File: src/rtl/gfx_seq_pkg.sv
package gfx_seq_pkg;

   typedef enum logic [2:0] {
      ST_IDLE,
      ST_ROW,
      ST_COL,
      ST_RD,
      ST_MOD,
      ST_WR,
      ST_PRE
   } seq_st_e;

   function automatic logic [15:0] merge16(input logic [15:0] old_w,
                                           input logic [15:0] new_w,
                                           input logic [15:0] mask_w);
      return (old_w & ~mask_w) | (new_w & mask_w);
   endfunction

endpackage

File: src/rtl/gfx_addr_mux.sv
module gfx_addr_mux #(
   parameter int ADDR_W    = 16,
   parameter int MEM_WORDS = 16384,
   parameter int MUX_W     = 8
) (
   input  logic [ADDR_W-1:0] addr_i,
   input  logic              col_sel_i,
   output logic [MUX_W-1:0]  mux_o,
   output logic              in_win_o
);
   localparam int MEM_AW = $clog2(MEM_WORDS);
   localparam int COL_W  = MEM_AW - MUX_W;

   if (MEM_WORDS != (1 << MEM_AW)) begin : g_bad_words
      $error("MEM_WORDS must be a power of two");
   end
   if (COL_W < 1 || COL_W > MUX_W) begin : g_bad_split
      $error("column half must fit on the multiplexed bus");
   end
   if (ADDR_W < MEM_AW) begin : g_bad_aw
      $error("ADDR_W too narrow for memory");
   end

   logic [MUX_W-1:0] row_half;
   logic [MUX_W-1:0] col_half;

   assign row_half = addr_i[MUX_W-1:0];

   if (COL_W == MUX_W) begin : g_col_full
      assign col_half = addr_i[MEM_AW-1:MUX_W];
   end else begin : g_col_pad
      assign col_half = {{(MUX_W-COL_W){1'b0}}, addr_i[MEM_AW-1:MUX_W]};
   end

   if (ADDR_W > MEM_AW) begin : g_win_chk
      assign in_win_o = ~|addr_i[ADDR_W-1:MEM_AW];
   end else begin : g_win_all
      assign in_win_o = 1'b1;
   end

   assign mux_o = col_sel_i ? col_half : row_half;

endmodule

File: src/rtl/gfx_seq_fsm.sv
module gfx_seq_fsm
   import gfx_seq_pkg::*;
#(
   parameter int PHASE_CYC = 2
) (
   input  logic    clk,
   input  logic    rst_n,
   input  logic    blank_i,
   input  logic    upd_req_i,
   input  logic    disp_req_i,
   input  logic    in_win_i,
   output seq_st_e st_o,
   output logic    ph_last_o,
   output logic    take_upd_o,
   output logic    take_disp_o,
   output logic    is_upd_o,
   output logic    done_o
);
   localparam int CNT_W = (PHASE_CYC > 1) ? $clog2(PHASE_CYC) : 1;

   if (PHASE_CYC < 2) begin : g_bad_phase
      $error("PHASE_CYC must be at least 2");
   end

   seq_st_e    st_q, st_nxt;
   logic [CNT_W-1:0] cnt_q;
   logic       is_upd_q;
   logic       done_q;
   logic       last;

   assign last        = (cnt_q == CNT_W'(PHASE_CYC-1));
   assign take_upd_o  = (st_q == ST_IDLE) && upd_req_i && blank_i;
   assign take_disp_o = (st_q == ST_IDLE) && disp_req_i && !take_upd_o;

   always_comb begin
      st_nxt = st_q;
      unique case (st_q)
         ST_IDLE: st_nxt = ST_IDLE;
         ST_ROW:  st_nxt = ST_COL;
         ST_COL:  st_nxt = in_win_i ? ST_RD : ST_PRE;
         ST_RD:   st_nxt = is_upd_q ? ST_MOD : ST_PRE;
         ST_MOD:  st_nxt = ST_WR;
         ST_WR:   st_nxt = ST_PRE;
         ST_PRE:  st_nxt = ST_IDLE;
         default: st_nxt = ST_IDLE;
      endcase
   end

   always_ff @(posedge clk) begin
      if (!rst_n) begin
         st_q     <= ST_IDLE;
         cnt_q    <= '0;
         is_upd_q <= 1'b0;
         done_q   <= 1'b0;
      end else begin
         done_q <= 1'b0;
         if (st_q == ST_IDLE) begin
            cnt_q <= '0;
            if (take_upd_o || take_disp_o) begin
               st_q     <= ST_ROW;
               is_upd_q <= take_upd_o;
            end
         end else if (last) begin
            cnt_q <= '0;
            st_q  <= st_nxt;
            if (is_upd_q && ((st_q == ST_WR) || (st_q == ST_COL && !in_win_i)))
               done_q <= 1'b1;
         end else begin
            cnt_q <= cnt_q + 1'b1;
         end
      end
   end

   assign st_o      = st_q;
   assign ph_last_o = last && (st_q != ST_IDLE);
   assign is_upd_o  = is_upd_q;
   assign done_o    = done_q;

endmodule

File: src/rtl/gfx_pixel_shifter.sv
module gfx_pixel_shifter #(
   parameter int DATA_W    = 16,
   parameter bit MSB_FIRST = 1'b1
) (
   input  logic              clk,
   input  logic              rst_n,
   input  logic              load_i,
   input  logic [DATA_W-1:0] data_i,
   input  logic              shift_i,
   output logic              bit_o
);
   logic [DATA_W-1:0] sh_q;

   if (MSB_FIRST) begin : g_msb
      always_ff @(posedge clk) begin
         if (!rst_n)       sh_q <= '0;
         else if (load_i)  sh_q <= data_i;
         else if (shift_i) sh_q <= {sh_q[DATA_W-2:0], 1'b0};
      end
      assign bit_o = sh_q[DATA_W-1];
   end else begin : g_lsb
      always_ff @(posedge clk) begin
         if (!rst_n)       sh_q <= '0;
         else if (load_i)  sh_q <= data_i;
         else if (shift_i) sh_q <= {1'b0, sh_q[DATA_W-1:1]};
      end
      assign bit_o = sh_q[0];
   end

endmodule

File: src/rtl/gfx_dram_seq.sv
module gfx_dram_seq
   import gfx_seq_pkg::*;
#(
   parameter int ADDR_W    = 16,
   parameter int DATA_W    = 16,
   parameter int MEM_WORDS = 16384,
   parameter int MUX_W     = 8,
   parameter int PHASE_CYC = 2,
   parameter bit MSB_FIRST = 1'b1
) (
   input  logic              clk,
   input  logic              rst_n,
   input  logic              blank_i,
   input  logic              upd_req_i,
   input  logic [ADDR_W-1:0] upd_addr_i,
   input  logic [DATA_W-1:0] upd_data_i,
   input  logic [DATA_W-1:0] upd_mask_i,
   output logic              upd_done_o,
   input  logic              disp_req_i,
   input  logic [ADDR_W-1:0] disp_addr_i,
   output logic              disp_ack_o,
   input  logic              shift_en_i,
   output logic              video_o,
   output logic              dram_ras_n_o,
   output logic              dram_cas_n_o,
   output logic              dram_we_n_o,
   output logic              dram_oe_n_o,
   output logic [MUX_W-1:0]  dram_addr_o,
   output logic [DATA_W-1:0] dram_dq_o,
   input  logic [DATA_W-1:0] dram_dq_i
);
   if (DATA_W != 16) begin : g_bad_dw
      $error("merge path is built for 16-bit words");
   end

   seq_st_e           st;
   logic              ph_last, take_upd, take_disp, cyc_is_upd;
   logic              cur_in_win;
   logic [ADDR_W-1:0] addr_q;
   logic [DATA_W-1:0] data_q, mask_q, rd_q, wr_q;
   logic              ack_q;
   logic              shift_load;
   logic [DATA_W-1:0] shift_val;

   gfx_seq_fsm #(.PHASE_CYC(PHASE_CYC)) u_fsm (
      .clk        (clk),
      .rst_n      (rst_n),
      .blank_i    (blank_i),
      .upd_req_i  (upd_req_i),
      .disp_req_i (disp_req_i),
      .in_win_i   (cur_in_win),
      .st_o       (st),
      .ph_last_o  (ph_last),
      .take_upd_o (take_upd),
      .take_disp_o(take_disp),
      .is_upd_o   (cyc_is_upd),
      .done_o     (upd_done_o)
   );

   gfx_addr_mux #(
      .ADDR_W   (ADDR_W),
      .MEM_WORDS(MEM_WORDS),
      .MUX_W    (MUX_W)
   ) u_mux (
      .addr_i   (addr_q),
      .col_sel_i(st != ST_ROW),
      .mux_o    (dram_addr_o),
      .in_win_o (cur_in_win)
   );

   always_ff @(posedge clk) begin
      if (!rst_n) begin
         addr_q <= '0;
         data_q <= '0;
         mask_q <= '0;
         rd_q   <= '0;
         wr_q   <= '0;
         ack_q  <= 1'b0;
      end else begin
         ack_q <= shift_load;
         if (take_upd) begin
            addr_q <= upd_addr_i;
            data_q <= upd_data_i;
            mask_q <= upd_mask_i;
         end else if (take_disp) begin
            addr_q <= disp_addr_i;
         end
         if (st == ST_RD && ph_last)
            rd_q <= dram_dq_i;
         if (st == ST_MOD)
            wr_q <= merge16(rd_q, data_q, mask_q);
      end
   end

   assign shift_load = ph_last && !cyc_is_upd &&
                       ((st == ST_RD) || (st == ST_COL && !cur_in_win));
   assign shift_val  = (st == ST_RD) ? dram_dq_i : '0;

   gfx_pixel_shifter #(.DATA_W(DATA_W), .MSB_FIRST(MSB_FIRST)) u_shift (
      .clk    (clk),
      .rst_n  (rst_n),
      .load_i (shift_load),
      .data_i (shift_val),
      .shift_i(shift_en_i),
      .bit_o  (video_o)
   );

   assign dram_ras_n_o = !(st inside {ST_ROW, ST_COL, ST_RD, ST_MOD, ST_WR});
   assign dram_cas_n_o = !(st inside {ST_RD, ST_WR});
   assign dram_oe_n_o  = (st != ST_RD);
   assign dram_we_n_o  = (st != ST_WR);
   assign dram_dq_o    = wr_q;
   assign disp_ack_o   = ack_q;

endmodule

File: config.mk
export PLATFORM = sky130hd
export DESIGN_NAME = gfx_dram_seq
export DESIGN_NICKNAME = d
export VERILOG_FILES = /design/src/rtl/gfx_seq_pkg.sv /design/src/rtl/gfx_addr_mux.sv /design/src/rtl/gfx_seq_fsm.sv /design/src/rtl/gfx_pixel_shifter.sv /design/src/rtl/gfx_dram_seq.sv
export SDC_FILE = /design/constraint.sdc
export NUM_CORES = 1
export LEC_CHECK = 0
export BUFFER_PORTS_ARGS = -buffer_cell sky130_fd_sc_hd__buf_2
export CORE_ASPECT_RATIO = 0.6
export CORE_MARGIN = 2
export CORE_UTILIZATION = 54
export DETAILED_ROUTE_END_ITERATION = 6
export GPL_TIMING_DRIVEN = 0
export PLACE_DENSITY = 0.83
export SYNTH_ARGS = -nofsm -noshare
export SYNTH_HDL_FRONTEND = slang
export SYNTH_HIERARCHICAL = 1
export SYNTH_SLANG_ARGS = --single-unit
File: constraint.sdc
create_clock -name clk -period 2.6 [get_ports clk]
set_input_delay 0.52 -clock clk [delete_from_list [all_inputs] [get_ports clk]]
set_output_delay 0.52 -clock clk [all_outputs]
set_load 0.02 [all_outputs]
==> qor.yml <==
area_growth_pct: 21.9
design_area_sq_um: 6200
synth_area_leaders: "dfxtp_1 (41%), mux2i_1 (13%), mux2_4 (7.4%)"
cts_max_level: 3
syn_nets: 569
clockBufferDepth: 2
core_sq_um: 9160
die_h_microns: 79.2
antenna_found_initial: 0
critPathLaunchType: "flop"
rows: 27
drc_errors: 0
pin_count: 117
routedWlPerCell_microns: 17.7
synth-edff-count: 0
dr.pass1.iters: 5
async_flop_share_pct: 0
grt_use_total_pct: 26.4
finalClockSkew_ps: 8.29
hold_ws_ps: 429
max_slew_margin_pct: 62.2
synth_common_cells: "dfxtp_1 (103), mux2i_1 (64), nand2_1 (36)"
crit_type: "flop to output port"
fp.dieArea_sq_um: 10200
fp.dieW_microns: 129
synth.most_common_cell: "dfxtp_1"
antenna_cells: 0
fin_setup_tns_ps: 0
grt_first_pass_wirelength_mm: 20.8
fin_nets: 695
yosys.area.top_type: "dfxtp_1"
powerDensity_nw_per_um2: 808
worst_pin_slew_ps: 563
post-route-period-util_pct: 96.8
grt_max_degree: 18
stdcell_count: 744
syn_area_sq_um: 5080
postCtsHoldBufs: 0
cts_buffers: 9
critPathMaxFanout: 12
worstSkewPairLatency_ps: 350
required_ps: 2080
yosysTopAreaCellShare_pct: 40.6
cap_violations: 0
cp-end-kind: "output port"
gr-total-overflow: 0
cts_root_buffer: "clkbuf_16"
ys.flop_type: "dfxtp_1"
ant_nets: 0
clk_pin_slew_ps: 70
setup_viol: 0
syn_inst: 483
dp_hpwl_mm: 9.65
max_freq_ghz: 0.397
slew_viol_final: 0
leakagePower_nw: 2.84
vdd_drop_max_mv: 0.377
grt_pass1_vias: 4104
via_count: 4124
layout_min_cycle_time_ps: 2520
place.gp.congestion: 0.867
status: "completed"
drtIter0Drc: 336
initial_core_util_pct: 55.5
hold_class: "primary input to flop"
critPathArrivalTime_ps: 2000
utilization_pct: 67.7
wirelength_mm: 13.2
ys_seq_area_share_pct: 40.6
dp_cells: 728
tritoncts: "done"
dpl-instance-area_sq_um: 5820
drive_gt1_share_pct: 32.7
syn_avg_cell_area_sq_um: 10.5
ys_seq_elements: 103
yosysWarnings: 6
fill_cells: 697
rsz0062_at_grt: "no"
synth_cell_types: 42
finalHoldViolations: 0
tritoncts_num_sinks: 103
portBuffers: 115
routed_via_density: 5.54
==> layout make-up <==
cell class / count / area, sq um / area share [%]
clock buffer: 9 / 225 / 3.63
inverter: 3 / 11.3 / 0.182
tap: 130 / 163 / 2.62
multi-input combinational: 336 / 2740 / 44.2
sequential: 103 / 2070 / 33.3
timing repair buffer: 115 / 576 / 9.29
clock inverter: 7 / 143 / 2.30
buffer: 41 / 277 / 4.46
==> where the power goes <==
group / total (mW) / internal [mW] / leakage (nW) / switching (mW)
logic: 1.44 / 0.700 / 1.82 / 0.745
registers: 1.91 / 1.75 / 0.838 / 0.157
clock network: 1.66 / 1.04 / 0.180 / 0.613
==> flip-flops by register name, summed over array words and instances (netlist names) <==
register / count
addr_q: 16
data_q: 16
dram_dq_o: 16
mask_q: 16
rd_q: 16
u_shift/sh_q: 16
u_fsm/st_o: 3
disp_ack_o: 1
u_fsm/cnt_q: 1
u_fsm/done_o: 1
u_fsm/is_upd_o: 1
==> layout by cell type, fill, tap and decap left out, drive strengths merged, types with 2 or more instances in the layout <==
master  netlist  layout
a21boi        2       2
nor2b        35      35
bufinv        0       4
clkbuf        7      17
nand2b       32      32
a211o         2       2
a21oi         6       6
or3b          2       2
inv           3       5
nor2          2       2
nor4b         2       2
and2b         2       2
dfxtp       103     103
mux2         37      37
o211a        31      31
buf          34     148
nor3          4       4
nand2        36      36
nand3b       19      19
a21o          2       2
mux2i        64      64
and2         16      16
o211ai       32      32
==> critical path: stages (launching register included) <==
cell      delay (ps)
dfxtp_4          420
clkbuf_4         230
or3b_1           370
buf_6            160
mux2_4           300
buf_2            160
==> worst paths after layout <==
kind                                    start              end  slack, ps  cells after the start
worst max register to register  u_fsm/st_o[2]  u_shift/sh_q[4]        260                      7
worst min register to register       rd_q[15]         rd_q[15]        470                      2
worst max-delay path            u_fsm/st_o[0]   dram_addr_o[1]         80                      5
worst min-delay path            upd_data_i[0]        data_q[0]        430                      3
==> per-stage QoR <==
step           power [mW]  setup slack (ps)
3_3_place_gp         3.27               313
3_5_place_dp         3.34               241
6_report             5.01              82.4
2_1_floorplan        2.95               558
5_1_grt              5.21              32.6
4_1_cts              5.00              4.86
==> layer usage <==
layer  track usage, %  up-vias  wire (microns)
li1                 -     1976               -
met1             37.8     1978            6270
met2             40.4      147            5800
met3             5.73       23             925
met4             6.52        0             183
met5                0        -               0
==> kinds of logic (layout without fill, tap and decap cells) <==
group	after synthesis	after routing	synth area share, %
buffers and inverters	44	175	5.61
and+or+nand+nor	156	156	18.3
muxes	101	101	22.6
DFF	103	103	40.6
AOI/OAI and AO/OA	79	79	12.9
==> what timing repair did <==
action / in CTS / in global routing
resized for setup: 1 / 3
setup buffers: 0 / 0
setup endpoints to repair: 8 / 6
(Power assumes the default switching activity.)
